`config.mk`:
```
export PLATFORM = sky130hd
export DESIGN_NAME = card_proto_sel
export DESIGN_NICKNAME = d
export VERILOG_FILES = /design/src/rtl/proto_sel_pkg.sv /design/src/rtl/psel_sync.sv /design/src/rtl/psel_decide.sv /design/src/rtl/psel_atr_tx.sv /design/src/rtl/card_proto_sel.sv
export SDC_FILE = /design/constraint.sdc
export NUM_CORES = 1
export LEC_CHECK = 0
export ABC_AREA = 1
export BUFFER_PORTS_ARGS = -buffer_cell sky130_fd_sc_hd__buf_4
export CAP_MARGIN = 20
export CORE_MARGIN = 2
export CORE_UTILIZATION = 54
export DETAILED_ROUTE_END_ITERATION = 10
export GPL_TIMING_DRIVEN = 0
export PLACE_DENSITY = 0.81
export SLEW_MARGIN = 20
export SYNTH_ARGS = -nofsm -noshare
export SYNTH_HDL_FRONTEND = slang
export SYNTH_SLANG_ARGS = --single-unit
export TNS_END_PERCENT = 10
```
`constraint.sdc`:
```
create_clock -name clk -period 1.7 [get_ports clk]
set_input_delay 0 -clock clk [delete_from_list [all_inputs] [get_ports clk]]
set_output_delay 0 -clock clk [all_outputs]
set_load 0.01 [all_outputs]
```
`src/rtl/proto_sel_pkg.sv`:
```
package proto_sel_pkg;

  typedef enum logic [1:0] {
    MODE_OPEN  = 2'd0,
    MODE_WIRE  = 2'd1,
    MODE_CARD  = 2'd2
  } proto_mode_t;

  localparam int unsigned SLOTS_PER_CHAR = 12;

  // Level of one slot of a character frame: 0 = start, 1..8 = data LSB first,
  // 9 = even parity, 10..11 = guard.
  function automatic logic slot_level(input logic [3:0] slot, input logic [7:0] d);
    logic lvl;
    if (slot == 4'd0)
      lvl = 1'b0;
    else if (slot <= 4'd8)
      lvl = d[slot - 4'd1];
    else if (slot == 4'd9)
      lvl = ^d;
    else
      lvl = 1'b1;
    return lvl;
  endfunction

endpackage

```
`src/rtl/psel_sync.sv`:
```
module psel_sync #(
  parameter int unsigned WIDTH   = 3,
  parameter int unsigned STAGES  = 2,
  parameter logic [WIDTH-1:0] INIT = '0
) (
  input  logic             clk,
  input  logic             por,
  input  logic [WIDTH-1:0] din,
  output logic [WIDTH-1:0] dout
);

  for (genvar b = 0; b < WIDTH; b++) begin : g_bit
    logic [STAGES-1:0] chain;
    always_ff @(posedge clk) begin
      if (por)
        chain <= {STAGES{INIT[b]}};
      else
        chain <= {chain[STAGES-2:0], din[b]};
    end
    assign dout[b] = chain[STAGES-1];
  end

endmodule

```
`src/rtl/psel_decide.sv`:
```
module psel_decide
  import proto_sel_pkg::*;
#(
  parameter int unsigned LOW_MIN    = 16,
  parameter int unsigned PRE_PULSES = 5
) (
  input  logic        clk,
  input  logic        por,
  input  logic        ck_rise,
  input  logic        ck_s,
  input  logic        rst_s,
  input  logic        io_s,
  output proto_mode_t mode,
  output logic        kick
);

  localparam int unsigned LOW_W = $clog2(LOW_MIN + 1);
  localparam int unsigned PUL_W = $clog2(PRE_PULSES + 1);

  logic [LOW_W-1:0] low_cnt;
  logic [PUL_W-1:0] pul_cnt;
  logic             rst_prev;
  logic             io_prev;
  logic             rst_rise;
  logic             start_evt;
  logic             low_ok;
  logic             pulses_ok;

  assign rst_rise  = rst_s & ~rst_prev;
  assign start_evt = io_prev & ~io_s & ck_s & rst_s;
  assign low_ok    = (low_cnt >= LOW_W'(LOW_MIN));
  assign pulses_ok = (pul_cnt >= PUL_W'(PRE_PULSES));
  assign kick      = rst_rise & ((mode == MODE_CARD) | ((mode == MODE_OPEN) & low_ok));

  always_ff @(posedge clk) begin
    if (por) begin
      low_cnt  <= '0;
      pul_cnt  <= '0;
      rst_prev <= 1'b1;
      io_prev  <= 1'b1;
      mode     <= MODE_OPEN;
    end else begin
      rst_prev <= rst_s;
      io_prev  <= io_s;
      if (ck_rise && !pulses_ok)
        pul_cnt <= pul_cnt + 1'b1;
      if (rst_s)
        low_cnt <= '0;
      else if (ck_rise && !low_ok)
        low_cnt <= low_cnt + 1'b1;
      if (mode == MODE_OPEN) begin
        if (rst_rise && low_ok)
          mode <= MODE_CARD;
        else if (start_evt && pulses_ok)
          mode <= MODE_WIRE;
      end
    end
  end

endmodule

```
`src/rtl/psel_atr_tx.sv`:
```
module psel_atr_tx
  import proto_sel_pkg::*;
#(
  parameter int unsigned ETU_CLKS  = 372,
  parameter int unsigned ATR_CHARS = 8
) (
  input  logic                   clk,
  input  logic                   por,
  input  logic                   kick,
  input  logic                   hold,
  input  logic                   ck_rise,
  input  logic [8*ATR_CHARS-1:0] atr_bytes,
  output logic                   tx_active,
  output logic                   tx_level
);

  localparam int unsigned ETU_W = (ETU_CLKS > 1) ? $clog2(ETU_CLKS) : 1;
  localparam int unsigned CH_W  = (ATR_CHARS > 1) ? $clog2(ATR_CHARS) : 1;

  logic [ETU_W-1:0] etu_cnt;
  logic [3:0]       slot;
  logic [CH_W-1:0]  chr;
  logic [7:0]       cur_byte;

  assign cur_byte = atr_bytes[chr*8 +: 8];
  assign tx_level = slot_level(slot, cur_byte);

  always_ff @(posedge clk) begin
    if (por || hold) begin
      tx_active <= 1'b0;
      etu_cnt   <= '0;
      slot      <= '0;
      chr       <= '0;
    end else if (kick) begin
      tx_active <= 1'b1;
      etu_cnt   <= '0;
      slot      <= '0;
      chr       <= '0;
    end else if (tx_active && ck_rise) begin
      if (etu_cnt == ETU_W'(ETU_CLKS - 1)) begin
        etu_cnt <= '0;
        if (slot == 4'(SLOTS_PER_CHAR - 1)) begin
          slot <= '0;
          if (chr == CH_W'(ATR_CHARS - 1))
            tx_active <= 1'b0;
          else
            chr <= chr + 1'b1;
        end else begin
          slot <= slot + 1'b1;
        end
      end else begin
        etu_cnt <= etu_cnt + 1'b1;
      end
    end
  end

endmodule

```
`src/rtl/card_proto_sel.sv`:
```
module card_proto_sel
  import proto_sel_pkg::*;
#(
  parameter int unsigned ETU_CLKS    = 372,
  parameter int unsigned ATR_CHARS   = 8,
  parameter int unsigned LOW_MIN     = 16,
  parameter int unsigned PRE_PULSES  = 5,
  parameter int unsigned SYNC_STAGES = 2
) (
  input  logic                   clk,
  input  logic                   por,
  input  logic                   rstpad_drv,
  input  logic                   rstpad_lvl,
  input  logic                   cardclk_in,
  input  logic                   io_in,
  input  logic [8*ATR_CHARS-1:0] atr_bytes,
  output logic                   io_drive_low,
  output logic                   proto_locked,
  output logic                   proto_async
);

  logic        rst_pad;
  logic [2:0]  pads_s;
  logic        ck_s;
  logic        rst_s;
  logic        io_s;
  logic        ck_prev;
  logic        ck_rise;
  proto_mode_t mode;
  logic        kick;
  logic        tx_active;
  logic        tx_level;

  // pull-up model: an undriven pad reads high
  assign rst_pad = rstpad_drv ? rstpad_lvl : 1'b1;

  psel_sync #(.WIDTH(3), .STAGES(SYNC_STAGES), .INIT(3'b110)) u_sync (
    .clk  (clk),
    .por  (por),
    .din  ({io_in, rst_pad, cardclk_in}),
    .dout (pads_s)
  );

  assign ck_s  = pads_s[0];
  assign rst_s = pads_s[1];
  assign io_s  = pads_s[2];

  always_ff @(posedge clk) begin
    if (por) ck_prev <= 1'b0;
    else     ck_prev <= ck_s;
  end
  assign ck_rise = ck_s & ~ck_prev;

  psel_decide #(.LOW_MIN(LOW_MIN), .PRE_PULSES(PRE_PULSES)) u_decide (
    .clk     (clk),
    .por     (por),
    .ck_rise (ck_rise),
    .ck_s    (ck_s),
    .rst_s   (rst_s),
    .io_s    (io_s),
    .mode    (mode),
    .kick    (kick)
  );

  psel_atr_tx #(.ETU_CLKS(ETU_CLKS), .ATR_CHARS(ATR_CHARS)) u_tx (
    .clk       (clk),
    .por       (por),
    .kick      (kick),
    .hold      (~rst_s),
    .ck_rise   (ck_rise),
    .atr_bytes (atr_bytes),
    .tx_active (tx_active),
    .tx_level  (tx_level)
  );

  always_ff @(posedge clk) begin
    if (por) begin
      io_drive_low <= 1'b0;
      proto_locked <= 1'b0;
      proto_async  <= 1'b0;
    end else begin
      io_drive_low <= (mode == MODE_CARD) & rst_s & tx_active & ~tx_level;
      proto_locked <= (mode != MODE_OPEN);
      proto_async  <= (mode == MODE_CARD);
    end
  end

endmodule

```
-- Word level (Yosys, flattened, before mapping)
Index checks and enable logic that the tools add are counted.
- bits in registers: 39
- bits in latches: 0
- memory bits (writable): 0
- ROM bits: 0
- memories kept: 0
- add/sub/neg operators: 6
- multiply operators: 0
- divide/modulo/power cells: 0
- order comparisons: 4
- equal/unequal tests: 5
- shifts and indexed selects: 1
- multiplexer cells: 14
- bitwise logic cells: 18
- reduce and logical (&&, ||, !) cells: 24
- operator list (kind ; number):
    64-bit by 7-bit variable part select with 8-bit output ; 1
    2-bit nonzero test ; 6
    1-bit bitwise AND ; 10
    9-bit by 1-bit adder with 9-bit output (second input constant) ; 1
    9-bit equality test (second input constant) ; 1
    1-bit 2-to-1 mux ; 9
    9-bit 2-to-1 mux ; 1
    4-bit equality test (second input constant) ; 2
    4-bit AND reduction ; 2
    8-bit parity ; 1
    1-bit NOT ; 7
    3-bit by 1-bit adder with 3-bit output (second input constant) ; 2
    2-bit OR reduction ; 3
    5-bit by 1-bit adder with 5-bit output (second input constant) ; 1
    5-bit greater-or-equal comparator (second input constant) ; 1
    1-bit logical AND ; 5
    4-bit by 1-bit adder with 4-bit output (second input constant) ; 1
    4-bit less-or-equal comparator (second input constant) ; 1
    4-bit logical NOT ; 1
    4-bit < comparator (second input constant) ; 1
    2-bit 2-to-1 mux ; 2
    4-bit 2-to-1 mux ; 1
    2-bit AND reduction ; 2
    4-bit by 1-bit subtractor with 4-bit output (second input constant) ; 1
    other kinds (8) ; 9

-- Longest topological paths before layout
Gate-level depths: netlist of the first run.
- depth after elaboration: 7
- gate-level depth with buffers: 15
- mapped depth without buffers: 15

-- By module
From an unflattened synthesis of the first run, not the netlist that was laid out.
- cells, all modules: 506
- area, all modules: 3046.7 um2
- by module, submodules not included (module ; instances ; cells each ; area an instance (um2)):
    psel_atr_tx ; 1 ; 390 ; 2154.6
    psel_decide ; 1 ; 75 ; 554.3
    psel_sync ; 1 ; 22 ; 191.4
    card_proto_sel ; 1 ; 19 ; 146.4

-- Worst setup path before layout of the first run
No wires, ideal clock.
- path type: register -> register
- start: register u_tx.etu_cnt[0]
- end: register u_tx.chr[1]
- setup time: 122 ps
- data arrival time: 1449 ps
- required time: 1578 ps
- path slack: 129 ps
- stages on the path, launching flop included: 9
- buffers on the path: 0
- clock period less this slack: 1571 ps
- path through: dfxtp_1 > ha_1 > nand4_1 > nor4_2 > nand3_1 > nor2_1 > nand2_1 > o21ai_0 > a21oi_1
- cells in the longest elaborated chain, start to end: 2
- RTL lines (what ; RTL line ; text):
    start, declared ; psel_atr_tx.sv:20 ; logic [ETU_W-1:0] etu_cnt;
    start signal, assigned ; psel_atr_tx.sv:52 ; etu_cnt <= etu_cnt + 1'b1;
    9-bit equality test ; psel_atr_tx.sv:40 ; if (etu_cnt == ETU_W'(ETU_CLKS - 1)) begin
    4-bit AND reduction (no line) ; n/a ;
    end signal, assigned ; psel_atr_tx.sv:47 ; chr <= chr + 1'b1;
    end, declared ; psel_atr_tx.sv:22 ; logic [CH_W-1:0] chr;
No other way between the ends.
A chain may end at the register's enable or synchronous reset.

-- Final worst setup path of the first run
- start: register u_tx.chr[0]
- end: register io_drive_low
- cells in the longest elaborated chain, start to end: 7
- elaborated cells between the ends (all ways): 9
- RTL lines (what ; RTL line ; text):
    64-bit by 7-bit variable part select with 8-bit output (*) ; psel_atr_tx.sv:25 ; assign cur_byte = atr_bytes[chr*8 +: 8];
    1-bit binary-select mux with 3-bit select or 8-bit parity (tied branches) ; proto_sel_pkg.sv:18, proto_sel_pkg.sv:20 ;
    1-bit 2-to-1 mux (on tied branches) ; proto_sel_pkg.sv:18, proto_sel_pkg.sv:19 ;
    1-bit 2-to-1 mux (*) ; proto_sel_pkg.sv:17 ; else if (slot <= 4'd8)
    1-bit 2-to-1 mux (*) ; proto_sel_pkg.sv:15 ; if (slot == 4'd0)
    1-bit NOT (*) ; card_proto_sel.sv:82 ; io_drive_low <= (mode == MODE_CARD) & rst_s & tx_active & ~tx_level;
    1-bit bitwise AND (*) ; card_proto_sel.sv:82 ;
    end signal, assigned ; card_proto_sel.sv:82 ;
    end, declared ; card_proto_sel.sv:17 ; output logic io_drive_low,
Mark *: on every way between the ends. The rest lies on a longest branch, timed or not. The select of a mux whose other input is x is not followed.

==> results of run 1 <==
sequential cells by signal, indices dropped and copies added, names as in the netlist:
signal,flops
ck_prev,1
io_drive_low,1
proto_locked,1
proto_async,1
u_tx.tx_active,1
u_tx.etu_cnt,9
u_sync.g_bit.chain,6
u_decide.io_prev,1
u_decide.rst_prev,1
u_decide.pul_cnt,3
u_tx.chr,3
u_tx.slot,4
u_decide.mode,2
u_decide.low_cnt,5
placed cells by master (no fill, tap or decap), types with 2 or more instances in the layout:
cell type and n:
buf_4 80, nor2_4 2, nand2_2 18, nand3_2 24, buf_6 5, nor3b_1 3, nand3_1 33, inv_1 95
ha_1 9, nor3_1 7, xor2_1 2, dfxtp_4 2, dlygate4sd3_1 6, nand4_1 2, inv_2 5, dfxtp_2 2
a211oi_1 3, nand2_1 143, a21oi_1 18, o21ai_2 4, buf_8 2, clkbuf_1 2, or2_2 5, nand3b_1 2
nor2_1 27, o21ai_0 10, clkbuf_16 3, dfxtp_1 35, nor2_2 7, clkbuf_8 7
final cells by class:
type | count | area, µm²
multi-input combinational | 332 | 1810
fill | 390 | 1040
sequential | 39 | 791
timing repair buffer | 87 | 721
inverter | 101 | 384
buffer | 13 | 138
clock buffer | 8 | 100
tap | 70 | 87.6
per-stage QoR:
| stage | hold slack, ns | setup WS (ns) | utilization | TNS, ns | std cells |
|---|---|---|---|---|---|
| after CTS | 0.410 | -0.0117 | 0.726 | -0.0207 | 645 |
| after global placement | 0.185 | -0.116 | 0.680 | -0.369 | 628 |
| after detailed placement | 0.191 | -0.190 | 0.680 | -0.584 | 628 |
| final | 0.407 | 0.0251 | 0.795 | 0 | 650 |
| after floorplan | 0.0862 | 0.129 | - | 0 | 486 |
| after global routing | 0.430 | -0.120 | 0.795 | -0.141 | 650 |
what timing repair did:
action,CTS,global route
resized for setup,17,75
setup endpoints to repair,5,14
hold buffers,6,0
hold endpoints to repair,4,0
setup buffers,4,2
pin swaps,5,28
cloned,0,3
worst max path at each step:
stage,slack [ns],startpoint,end,depth (start not counted)
4_1_cts,-0.01,u_tx.etu_cnt[0]$_SDFFE_PP0P_,u_tx.chr[0]$_SDFFE_PP0P_,8
3_3_place_gp,-0.12,u_tx.etu_cnt[0]$_SDFFE_PP0P_,u_tx.chr[1]$_SDFFE_PP0P_,8
2_1_floorplan,0.13,u_tx.etu_cnt[0]$_SDFFE_PP0P_,u_tx.chr[1]$_SDFFE_PP0P_,8
6_report,0.03,u_tx.chr[0]$_SDFFE_PP0P_,io_drive_low$_SDFF_PP0_,14
3_5_place_dp,-0.19,u_tx.etu_cnt[0]$_SDFFE_PP0P_,u_tx.chr[1]$_SDFFE_PP0P_,8
5_1_grt,-0.12,u_tx.chr[0]$_SDFFE_PP0P_,io_drive_low$_SDFF_PP0_,15
report_power, final:
group / internal [mW] / switching (mW) / total (mW)
Clock: 0.370 / 0.305 / 0.675
Sequential: 0.920 / 0.00514 / 0.925
Combinational: 0.178 / 0.154 / 0.331
critical path: stages (launching register included):
cell and delay [ns]:
dfxtp_4 0.43, buf_12 0.16, clkbuf_16 0.14, nand2_1 0.05
nand2_1 0.07, nand3_2 0.09, nand2_2 0.11, inv_2 0.04
nand2_1 0.06, nand2_1 0.08, nand2_1 0.07, nand2_1 0.05
nand2_1 0.06, nand3_1 0.07, a21oi_1 0.12
cell families (layout without fill, tap and decap cells):
family                     after synthesis  in the layout  synth area share
AOI/OAI and AO/OA                       40             40            0.0757
adders and majority gates               10             10            0.0443
xor gates and xnor gates                 4              4            0.0124
DFF                                     39             39             0.276
buffers and inverters                  115            209             0.168
and+or+nand+nor                        278            278             0.423
routing by layer:
layer	wire length, µm	global-route usage	share of wire
met5	0	0	0
met4	166	0.0545	0.021
met3	380	0.0403	0.049
met2	3990	0.456	0.51
met1	3230	0.299	0.42
==> summary.md, run 1 <==
| Metric | Value |
|---|---|
| Full die area | `0.00583 mm²` |
| Final ANT Viol Nets | `0` |
| Initial antenna violation count | `0` |
| EDFF count, synth | `0` |
| Design Area, Final | `0.00403 mm²` |
| Clk_skew | `0.00453 ns` |
| Total placed instance area | `0.00345 mm²` |
| Reg2Reg Capture Point | `io_drive_low$_SDFF_PP0_` |
| Root buffer cell | `clkbuf_8` |
| Global route overflow | `0` |
| CTS tree | `done` |
| Worst-Margin Slew | `0.407 ns` |
| Horiz. Die Dim | `roughly 76 µm` |
| Worst Min Path Start | `u_sync.g_bit[0].chain[0]$_SDFF_PP0_` |
| Num CTS Buffers | `5` |
| Starting Density | `0.557` |
| Drt drc | `0` |
| Clk pin slew, worst setup/hold paths | `around 0.07 ns` |
| Cell area power density | `479 mW/mm²` |
| Min-Delay Path Class | `reg -> reg` |
| I/O pins | `73` |
| Layout cell share with drive strength beyond 1 | `0.303` |
| Vias in the first global route | `roughly 3,000` |
| Post-DP HPWL | `approximately 5.2 mm` |
| Iteration-0 DRC Markers | `roughly 160` |
| Post-route minimum period | `between 1.5 and 2 ns` |
| GPL Wtd Cong | `0.832` |
| Yosys top cell area share | `0.276` |
| Final WL | `7.77 mm` |
| Port Buf Inserts | `72` |
| Worst-Skew Late Latency | `0.29 ns` |
| Post-synthesis cell count | `486` |
| Hold Fails Final Rpt | `0` |
| RSZ-0062 raised after global routing | `yes` |
| FFs w/ async S/R, synth | `0` |
| Top cells by count, synth | `161 x nand2_1, 99 x inv_1, 55 x nand3_1` |
| Core area | `0.00507 mm²` |
| Hold Path Stages | `2` |
| Peak supply drop | `614 µV` |
| RR Startpoint | `u_tx.chr[0]$_SDFFE_PP0P_` |
| Layout area overhead | `42.8%` |
| Cell Area, Synth | `around 0.0028 mm²` |
| Antenna Cells | `0` |
| Post-synthesis cell type count | `33` |
| Synth Flop Type | `dfxtp_1` |
| CP required | `1.92 ns` |
| Synth Register Bits | `39` |
| Status | `finished, final reports clean` |
| Reg2Reg Depth | `14` |
| Number of detailed-route iterations in the first pass | `5` |
| Net Count, Synth | `roughly 570` |
| Post-synth top area cell | `dfxtp_1` |
| Fmax | `597 MHz` |
| Worst slew margin | `0.729` |
| Maximum clock path buffer count | `2` |
| Count leader, synth | `nand2_1` |
| Critical path arrival | `1.90 ns` |
| Final setup violation count | `0` |
| Leak Pwr | `around 2.1 nW` |
| CTS sink cnt | `39` |
| Top post-synthesis cells by area | `dfxtp_1 28%, nand2_1 21%, inv_1 13%, nand3_1 9.7%, nor2_1 4.7%` |
| Htree depth | `2` |
| Vias per Instance | `about 5.1` |
| Synth warn | `0` |
| Hold endpoint | `u_sync.g_bit[0].chain[1]$_SDFF_PP0_` |
| Crit Path Class | `reg -> reg` |
| Pins Over Slew Limit | `0` |
| Critical Path Start Type | `register` |
| Reg2Reg Setup Slack | `0.03 ns` |
| Critical path peak fanout | `7` |
| Largest net degree at the start of global routing | `12` |
| CP Capture Type | `register` |
| Row count | `26` |
| Routed len/inst | `11.9 µm` |
| Max_cap viols | `0` |
| Period utilization | `0.985` |
| Syn_area_per_cell | `5.81 µm²` |
| First-pass GRT wire length | `12.2 mm` |
| Sequential share of the synthesized area | `0.276` |
| Layout Nets | `659` |
| Die Height | `76.3 µm` |
| Pwr Total | `~1.9 mW` |
| All-Layer GR Usage | `0.247` |
| DR vias | `3,288` |
(Power assumes the default switching activity.)
==> run 2: changes to the inputs <==
--- a/config.mk
+++ b/config.mk
@@ -12,9 +12,10 @@
 export CORE_UTILIZATION = 54
 export DETAILED_ROUTE_END_ITERATION = 10
 export GPL_TIMING_DRIVEN = 0
-export PLACE_DENSITY = 0.81
+export PLACE_DENSITY = 0.8
 export SLEW_MARGIN = 20
 export SYNTH_ARGS = -nofsm -noshare
 export SYNTH_HDL_FRONTEND = slang
+export SYNTH_HIERARCHICAL = 1
 export SYNTH_SLANG_ARGS = --single-unit
 export TNS_END_PERCENT = 10
==> summary.md, run 2 <==
| Metric | Value |
|---|---|
| Reg2Reg Setup Slack | `-0.17 ns (was 0.03 ns)` |
| Leak Pwr | `2.16 nW (was 2.11 nW)` |
| Largest register FFs | `9 (unchanged)` |
| Hold endpoint | `u_sync/g_bit[0].chain[1]$_SDFF_PP0_ (was u_sync.g_bit[0].chain[1]$_SDFF_PP0_)` |
| Layout area overhead | `28.8% (was 42.8%)` |
| Reg2Reg Capture Point | `io_drive_low$_SDFF_PP0_ (unchanged)` |
| Cell area power density | `515 mW/mm² (was 479 mW/mm²)` |
| Post-synth top area cell | `dfxtp_1 (unchanged)` |
| Final setup violation count | `6 (was 0)` |
| Failing checks | `negative setup slack` |
| Part of the power in combinational logic | `0.163 (was 0.171)` |
| Min-Delay Path Class | `reg -> reg (unchanged)` |
| Worst slew margin | `0.779 (was 0.729)` |
| Switch Pwr | `480 µW (was 464 µW)` |
| DR vias | `3,182 (was 3,288)` |
| Hold Fails Final Rpt | `0 (unchanged)` |
| Clk pin slew, worst setup/hold paths | `0.08 ns (was 0.07 ns)` |
| Die Height | `79.1 µm (was 76.3 µm)` |
| Worst-Margin Slew | `0.330 ns (was 0.407 ns)` |
| Layout Nets | `672 (was 659)` |
| CP Capture Type | `register (unchanged)` |
| Top cell family by delay on the critical path | `simple AND/OR/NAND/NOR gates (unchanged)` |
| Iteration-0 DRC Markers | `129 (was 156)` |
| Critical path peak fanout | `10 (was 7)` |
| Clk_skew | `0.0103 ns (was 0.00453 ns)` |
| Top reg by flops | `u_tx/etu_cnt (was u_tx.etu_cnt)` |
| Critical Path, Cell by Cell | `buf_2 > inv_2 > buf_4 > o21ai_1 > nand2_1 > nand2_1 > nand2_1 > nand2_1 > nand2_1 > nand3_1 > nand2_1 > nand2_2 > inv_2 > nand3_2 > nor2_2 (was buf_12 > clkbuf_16 > nand2_1 > nand2_1 > nand3_2 > nand2_2 > inv_2 > nand2_1 > nand2_1 > nand2_1 > nand2_1 > nand2_1 > nand3_1 > a21oi_1)` |
| Peak supply drop | `447 µV (was 614 µV)` |
| Yosys top cell area share | `0.256 (was 0.276)` |
| Post-DP HPWL | `5.44 mm (was 5.23 mm)` |
| Top post-synthesis cells by area | `dfxtp_1 26%, nand2_1 20%, inv_1 12%, nand3_1 7.2%, nor2_1 4.4% (was dfxtp_1 28%, nand2_1 21%, inv_1 13%, nand3_1 9.7%, nor2_1 4.7%)` |
| Maximum clock path buffer count | `2 (unchanged)` |
| RR Startpoint | `u_tx/chr[2]$_SDFFE_PP0P_ (was u_tx.chr[0]$_SDFFE_PP0P_)` |
| Commonest non-fill, non-tap cell in the layout | `nand2_1 (unchanged)` |
| Reg2Reg Depth | `15 (was 14)` |
| Pre-CTS setup slack | `-0.378 ns (was -0.190 ns)` |
| Core area | `0.00547 mm² (was 0.00507 mm²)` |
| Num CTS Buffers | `5 (unchanged)` |
| Crit Path Class | `reg -> reg (unchanged)` |
| Largest net degree at the start of global routing | `14 (was 12)` |
| Full die area | `0.00626 mm² (was 0.00583 mm²)` |
| Final Worst Setup Slack | `-0.167 ns (was 0.0251 ns)` |
| Starting Density | `0.557 (about the same)` |
| EDFF count, synth | `0 (unchanged)` |
| Status | `finished, violations left (was finished, final reports clean)` |
| Post-synthesis cell count | `506 (was 486)` |
| Final WL | `6.91 mm (was 7.77 mm)` |
| Top cells by count, synth | `166 x nand2_1, 97 x inv_1, 44 x nand3_1 (was 161 x nand2_1, 99 x inv_1, 55 x nand3_1)` |
| Root buffer cell | `clkbuf_8 (unchanged)` |
| Vias in the first global route | `2,956 (was 3,032)` |
| Drt drc | `0 (unchanged)` |
| Period utilization | `1.10 (was 0.985)` |
| Slowest stage delay, CP | `0.35 ns (was 0.43 ns)` |
| Horiz. Die Dim | `79.1 µm (was 76.3 µm)` |
| Number of detailed-route iterations in the first pass | `4 (was 5)` |
| Hold WS | `0.410 ns (was 0.407 ns)` |
| All-Layer GR Usage | `0.233 (was 0.247)` |
| First-pass GRT wire length | `12.0 mm (was 12.2 mm)` |
| I/O pins | `73 (unchanged)` |
| Critical path arrival | `2.06 ns (was 1.90 ns)` |
| Synth Flop Type | `dfxtp_1 (unchanged)` |
| Htree depth | `2 (unchanged)` |
| Fmax | `535 MHz (was 597 MHz)` |
| CTS sink cnt | `39 (unchanged)` |
| Vias per Instance | `4.78 (was 5.06)` |
| Max_cap viols | `0 (unchanged)` |
| Clock Power Share | `0.378 (was 0.349)` |
| Routed len/inst | `10.4 µm (was 11.9 µm)` |
| Worst Min Path Start | `u_sync/g_bit[0].chain[0]$_SDFF_PP0_ (was u_sync.g_bit[0].chain[0]$_SDFF_PP0_)` |
| Largest regs | `u_tx/etu_cnt: 9 flops, u_sync/g_bit.chain: 6 flops, u_decide/low_cnt: 5 flops (was u_tx.etu_cnt: 9 flops, u_sync.g_bit.chain: 6 flops, u_decide.low_cnt: 5 flops)` |
| Int Pwr | `1.54 mW (was 1.47 mW)` |
| Global route overflow | `0 (unchanged)` |
| Final ANT Viol Nets | `0 (unchanged)` |
| FFs w/ async S/R, synth | `0 (unchanged)` |
| CP most frequent cell | `nand2_1 (unchanged)` |
| Pins Over Slew Limit | `0 (unchanged)` |
| Synth warn | `6 (was 0)` |
| Seq pwr share | `0.460 (was 0.479)` |
| Port Buf Inserts | `72 (unchanged)` |
| Most frequent cells in the layout | `160 x nand2_1, 95 x inv_1, 80 x buf_4, 43 x nand3_1, 38 x dfxtp_1 (was 143 x nand2_1, 95 x inv_1, 80 x buf_4, 35 x dfxtp_1, 33 x nand3_1)` |
| Row count | `27 (was 26)` |
| GPL Wtd Cong | `0.865 (was 0.832)` |
| Synth Register Bits | `39 (unchanged)` |
| Initial antenna violation count | `0 (unchanged)` |
| RSZ-0062 raised after global routing | `yes (unchanged)` |
| Net Count, Synth | `585 (was 566)` |
| Critical Path Start Type | `register (unchanged)` |
| Cell Area, Synth | `0.00305 mm² (was 0.00283 mm²)` |
| Hold Path Stages | `2 (unchanged)` |
| Post-route minimum period | `1.87 ns (was 1.67 ns)` |
| CP required | `1.90 ns (was 1.92 ns)` |
| CTS tree | `done (unchanged)` |
| Layout cell share with drive strength beyond 1 | `0.261 (was 0.303)` |
| Slowest CP cell | `dfxtp_1 (was dfxtp_4)` |
| Antenna Cells | `0 (unchanged)` |
| Net Sw Frac | `0.238 (was 0.240)` |
| Count leader, synth | `nand2_1 (unchanged)` |
| Critical path startpoint | `u_tx/chr[2]$_SDFFE_PP0P_ (was u_tx.chr[0]$_SDFFE_PP0P_)` |
| Syn_area_per_cell | `6.02 µm² (was 5.81 µm²)` |
| CP bufs+invs | `4 (was 3)` |
| Post-synthesis cell type count | `36 (was 33)` |
| Sequential share of the synthesized area | `0.256 (was 0.276)` |
| Worst-Skew Late Latency | `0.29 ns (about the same)` |
==> run 2: cell types whose count changed after synthesis, moves of 5 or more <==
cell	previous run	this run
a21oi_1	19	14
nand2_1	161	166
nand2_2	1	17
nand3_1	55	44
nand3_2	2	11
==> run 2: worst max path at each step <==
stage | depth (start not counted) | endpoint | slack, ns
global route | 20 | io_drive_low$_SDFF_PP0_ | -0.35
floorplan | 10 | u_tx/chr[0]$_SDFFE_PP0P_ | 0.006
global placement | 10 | u_tx/chr[0]$_SDFFE_PP0P_ | -0.31
detailed placement | 10 | u_tx/chr[0]$_SDFFE_PP0P_ | -0.38
CTS | 20 | io_drive_low$_SDFF_PP0_ | -0.15
finish | 15 | io_drive_low$_SDFF_PP0_ | -0.17
==> run 2: cell type report <==
type / count / area [µm²]
buffer: 16 / 165
clock buffer: 5 / 68.8
clock inverter: 3 / 43.8
fill: 505 / 1550
inverter: 104 / 400
multi-input combinational: 346 / 1750
sequential: 39 / 782
tap: 72 / 90.1
timing repair buffer: 81 / 623
==> run 2: cells by family after synthesis <==
kind of cell	synth area share
and+or+nand+nor	0.447
buffers and inverters	0.184
DFF	0.256
AOI/OAI and AO/OA	0.0608
adders and majority gates	0.0370
xor gates and xnor gates	0.0144
==> run 2: worst reg2reg max path: stages (launching register included) <==
cell     delay (ns)
dfxtp_1        0.35
buf_2          0.22
inv_2          0.11
buf_4          0.19
o21ai_1        0.20
nand2_1        0.09
nand2_1        0.09
nand2_1        0.06
nand2_1        0.08
nand2_1        0.06
nand3_1        0.06
nand2_1        0.07
nand2_2        0.07
inv_2          0.04
nand3_2        0.06
nor2_2         0.03
==> run 2: repair_timing <==
item                                    4_1_cts  5_1_grt
endpoints found under the setup margin       17       15
cloned                                        0        0
pin swaps                                     0        5
hold endpoints to repair                      9        0
gates resized for setup                      11        6
setup buffers                                 2        1
hold buffers                                  6        0
==> run 2: power groups by stage <==
stage | clock network, mW | registers (mW) | logic [mW]
after floorplan | 0 | 0.948 | 0.158
after global placement | 0 | 0.949 | 0.302
after detailed placement | 0 | 0.949 | 0.310
after CTS | 0.787 | 0.928 | 0.325
after global routing | 0.823 | 0.930 | 0.371
final | 0.763 | 0.928 | 0.329
==> run 2: metal layers <==
layer / wire, µm / global-route usage / vias up
met5: 0 / 0 / -
met4: 61 / 0.0586 / 0
met3: 321 / 0.0375 / 7
met2: 3450 / 0.425 / 74
met1: 3080 / 0.285 / 1395
li1: - / - / 1706
==> run 2: through the flow <==
stage	instance area [µm²]	TNS, ns	utilization	std cells	power [mW]
5_1_grt	3930	-2.07	0.717	666	2.12
4_1_cts	3910	-0.388	0.714	665	2.04
3_3_place_gp	3680	-2.34	0.672	650	1.25
6_report	3930	-0.392	0.717	666	2.02
2_1_floorplan	3050	0	-	506	1.11
3_5_place_dp	3680	-2.73	0.672	650	1.26
==> run 3: changes to the inputs <==
--- a/config.mk
+++ b/config.mk
@@ -5,11 +5,10 @@
 export SDC_FILE = /design/constraint.sdc
 export NUM_CORES = 1
 export LEC_CHECK = 0
-export ABC_AREA = 1
 export BUFFER_PORTS_ARGS = -buffer_cell sky130_fd_sc_hd__buf_4
 export CAP_MARGIN = 20
 export CORE_MARGIN = 2
-export CORE_UTILIZATION = 54
+export CORE_UTILIZATION = 51
 export DETAILED_ROUTE_END_ITERATION = 10
 export GPL_TIMING_DRIVEN = 0
 export PLACE_DENSITY = 0.8
==> summary.md, run 3 <==
| Metric | Value |
|---|---|
| Num CTS Buffers | `5 (unchanged)` |
| Slowest stage delay, CP | `0.49 ns (was 0.35 ns)` |
| DR vias | `2,022 (was 3,182)` |
| All-Layer GR Usage | `0.216 (was 0.233)` |
| FFs w/ async S/R, synth | `0 (unchanged)` |
| Layout area overhead | `39.6% (was 28.8%)` |
| Die Height | `71.7 µm (was 79.1 µm)` |
| Final WL | `5.26 mm (was 6.91 mm)` |
| Core area | `0.00438 mm² (was 0.00547 mm²)` |
| Largest regs | `u_tx/etu_cnt: 9 flops, u_sync/g_bit.chain: 6 flops, u_decide/low_cnt: 5 flops (unchanged)` |
| Commonest non-fill, non-tap cell in the layout | `buf_4 (was nand2_1)` |
| Global route overflow | `0 (unchanged)` |
| Port Buf Inserts | `72 (unchanged)` |
| Root buffer cell | `clkbuf_8 (unchanged)` |
| Post-synthesis cell count | `228 (was 506)` |
| Max_cap viols | `0 (unchanged)` |
| Slowest CP cell | `mux4_2 (was dfxtp_1)` |
| Worst-Skew Late Latency | `0.29 ns (about the same)` |
| Full die area | `0.00514 mm² (was 0.00626 mm²)` |
| Top cells by count, synth | `39 x dfxtp_1, 26 x nor2_1, 14 x mux2i_1 (was 166 x nand2_1, 97 x inv_1, 44 x nand3_1)` |
| Crit Path Class | `reg -> reg (unchanged)` |
| Sequential share of the synthesized area | `0.334 (was 0.256)` |
| Top post-synthesis cells by area | `dfxtp_1 33%, mux4_2 8.7%, mux4_1 7.9%, mux2i_1 6.0%, ha_1 4.8% (was dfxtp_1 26%, nand2_1 20%, inv_1 12%, nand3_1 7.2%, nor2_1 4.4%)` |
| Reg2Reg Depth | `10 (was 15)` |
| Htree depth | `2 (unchanged)` |
| CP Capture Type | `register (unchanged)` |
| Vias per Instance | `5.48 (was 4.78)` |
| Critical path peak fanout | `7 (was 10)` |
| Final setup violation count | `10 (was 6)` |
| Total placed instance area | `0.00294 mm² (was 0.00368 mm²)` |
| Number of detailed-route iterations in the first pass | `4 (unchanged)` |
| Worst slew margin | `0.731 (was 0.779)` |
| Iteration-0 DRC Markers | `87 (was 129)` |
| Pins Over Slew Limit | `0 (unchanged)` |
| Worst Min Path Start | `u_sync/g_bit[2].chain[0]$_SDFF_PP1_ (was u_sync/g_bit[0].chain[0]$_SDFF_PP0_)` |
| Syn_area_per_cell | `10.2 µm² (was 6.02 µm²)` |
| Placed Cells | `352 (was 650)` |
| Leak Pwr | `1.32 nW (was 2.16 nW)` |
| Clk pin slew, worst setup/hold paths | `0.07 ns (was 0.08 ns)` |
| Clk_skew | `0.00596 ns (was 0.0103 ns)` |
| Final ANT Viol Nets | `0 (unchanged)` |
| Vias in the first global route | `2,018 (was 2,956)` |
| CTS tree | `done (unchanged)` |
| Hold endpoint | `u_sync/g_bit[2].chain[1]$_SDFF_PP1_ (was u_sync/g_bit[0].chain[1]$_SDFF_PP0_)` |
| Initial antenna violation count | `0 (unchanged)` |
| Yosys top cell area share | `0.334 (was 0.256)` |
| Failing checks | `negative setup slack (unchanged)` |
| Post-synthesis simple-gate area fraction | `0.181 (was 0.447)` |
| Layout cell share with drive strength beyond 1 | `0.448 (was 0.261)` |
| Min-Delay Path Class | `reg -> reg (unchanged)` |
| Horiz. Die Dim | `71.7 µm (was 79.1 µm)` |
| CP most frequent cell | `xnor2_1 (was nand2_1)` |
| Multiplexer share of the synthesized area | `0.245 (was 0)` |
| Count leader, synth | `dfxtp_1 (was nand2_1)` |
| Cell area power density | `577 mW/mm² (was 515 mW/mm²)` |
| Status | `finished, violations left (unchanged)` |
| Post-DP HPWL | `3.82 mm (was 5.44 mm)` |
| CP required | `1.88 ns (was 1.90 ns)` |
| Largest net degree at the start of global routing | `19 (was 14)` |
| Design Area, Final | `0.00326 mm² (was 0.00393 mm²)` |
| Critical Path, Cell by Cell | `buf_8 > buf_12 > mux4_2 > mux2_4 > xor2_1 > xnor2_1 > xnor2_1 > nor3b_1 > o211ai_1 > and4b_1 (was buf_2 > inv_2 > buf_4 > o21ai_1 > nand2_1 > nand2_1 > nand2_1 > nand2_1 > nand2_1 > nand3_1 > nand2_1 > nand2_2 > inv_2 > nand3_2 > nor2_2)` |
| Post-synth top area cell | `dfxtp_1 (unchanged)` |
| Cell Area, Synth | `0.00233 mm² (was 0.00305 mm²)` |
| I/O pins | `73 (unchanged)` |
| Reg2Reg Setup Slack | `-0.74 ns (was -0.17 ns)` |
| Reg2Reg Capture Point | `io_drive_low$_SDFF_PP0_ (unchanged)` |
| RSZ-0062 raised after global routing | `yes (unchanged)` |
| First-pass GRT wire length | `8.71 mm (was 12.0 mm)` |
| Final Worst Setup Slack | `-0.737 ns (was -0.167 ns)` |
| Synth warn | `6 (unchanged)` |
| Hold WS | `0.406 ns (was 0.410 ns)` |
| EDFF count, synth | `0 (unchanged)` |
| Compound-Gate Fraction of Synth Area | `0.0718 (was 0.0608)` |
| GPL Wtd Cong | `0.797 (was 0.865)` |
| Top reg by flops | `u_tx/etu_cnt (unchanged)` |
| CTS sink cnt | `39 (unchanged)` |
| Pre-CTS setup slack | `-0.831 ns (was -0.378 ns)` |
| Synth Register Bits | `39 (unchanged)` |
| Layout Cells excl Fill | `369 (was 666)` |
| Hold Path Stages | `1 (was 2)` |
| Net Count, Synth | `307 (was 585)` |
| Hold Fails Final Rpt | `0 (unchanged)` |
| Routed len/inst | `14.2 µm (was 10.4 µm)` |
| Period utilization | `1.43 (was 1.10)` |
| Xor and xnor area share after synthesis | `0.0675 (was 0.0144)` |
| Layout Nets | `395 (was 672)` |
| Fmax | `410 MHz (was 535 MHz)` |
| Most frequent cells in the layout | `78 x buf_4, 35 x dfxtp_1, 23 x nor2_1, 14 x mux4_2 (was 160 x nand2_1, 95 x inv_1, 80 x buf_4, 43 x nand3_1, 38 x dfxtp_1)` |
| Worst-Margin Slew | `0.404 ns (was 0.330 ns)` |
| RR Startpoint | `u_tx/chr[1]$_SDFFE_PP0P_ (was u_tx/chr[2]$_SDFFE_PP0P_)` |
| Post-route minimum period | `2.44 ns (was 1.87 ns)` |
| Largest family of logic cells by synthesized area | `multiplexers (was simple AND/OR/NAND/NOR gates)` |
| Critical path arrival | `2.62 ns (was 2.06 ns)` |
| Peak supply drop | `320 µV (was 447 µV)` |
| Drt drc | `0 (unchanged)` |
| Adder-cell area share of the yosys netlist | `0.0482 (was 0.0370)` |
| Synth Flop Type | `dfxtp_1 (unchanged)` |
| Final core utilization | `0.743 (was 0.717)` |
| Critical Path Start Type | `register (unchanged)` |
| Largest register FFs | `9 (unchanged)` |
| Starting Density | `0.533 (was 0.557)` |
| Row count | `24 (was 27)` |
| Antenna Cells | `0 (unchanged)` |
| Post-synthesis cell type count | `44 (was 36)` |
| Maximum clock path buffer count | `2 (unchanged)` |
[run 3: what timing repair did]
action | in CTS | in global routing
hold buffers | 6 | 0
endpoints found under the hold margin | 6 | 0
pin swaps | 11 | 5
resized for setup | 33 | 7
endpoints found under the setup margin | 20 | 12
setup buffers | 4 | 0
gates cloned | 1 | 0
[run 3: final cells by class]
type                            count  area [µm²]
Fill cell                         319        1120
Clock inverter                      1        7.51
Multi-Input combinational cell    167        1500
Inverter                            8        30.0
Clock buffer                        7        96.3
Tap cell                           52        65.1
Timing Repair Buffer               83         671
Buffer                             12         108
Sequential cell                    39         786
[run 3: worst max-delay path by stage]
stage	from	end	slack [ns]	cells past startpoint
3_3_place_gp	u_sync/g_bit[0].chain[1]$_SDFF_PP0_	u_tx/chr[1]$_SDFFE_PP0P_	-0.81	9
6_report	u_tx/chr[1]$_SDFFE_PP0P_	io_drive_low$_SDFF_PP0_	-0.74	10
3_5_place_dp	u_tx/chr[2]$_SDFFE_PP0P_	io_drive_low$_SDFF_PP0_	-0.83	10
4_1_cts	u_tx/chr[1]$_SDFFE_PP0P_	io_drive_low$_SDFF_PP0_	-0.79	10
2_1_floorplan	u_tx/chr[1]$_SDFFE_PP0P_	io_drive_low$_SDFF_PP0_	-0.55	10
5_1_grt	u_tx/chr[2]$_SDFFE_PP0P_	io_drive_low$_SDFF_PP0_	-0.87	10
[run 3: kinds of logic (layout without fill, tap and decap cells)]
kind of cell               Yosys count  count (layout)
AOI/OAI and AO/OA                   27              27
xor gates and xnor gates            18              18
adders and majority gates            9               9
buffers and inverters               22             111
DFF                                 39              39
muxes                               34              34
and+or+nand+nor                     79              79
[run 3: metal layers]
metal / vias to the layer above / wire [µm] / track usage
met5: - / 0 / 0
met4: 0 / 163 / 0.101
met3: 16 / 310 / 0.0534
met2: 73 / 2650 / 0.376
met1: 941 / 2130 / 0.250
li1: 992 / - / -
[run 3: power by group]
part	leakage (nW)	internal, mW	switching [mW]
Sequential	0.318	0.922	0.00509
Clock	0.0505	0.369	0.317
Combinational	0.951	0.186	0.0832
[run 3: worst max-delay path: cells and delay by family (launching register included)]
kind | cells | cell delay [ns]
and+or+nand+nor | 2 | 0.28
muxes | 2 | 0.78
xor gates and xnor gates | 3 | 0.47
AOI/OAI and AO/OA | 1 | 0.18
DFF | 1 | 0.35
buffers and inverters | 2 | 0.26
[run 3: per-stage QoR]
stage | total power [mW] | TNS, ns
2_1_floorplan | 1.05 | -2.80
3_3_place_gp | 1.18 | -7.92
3_5_place_dp | 1.19 | -7.84
4_1_cts | 1.90 | -1.42
5_1_grt | 1.97 | -2.33
6_report | 1.88 | -1.41
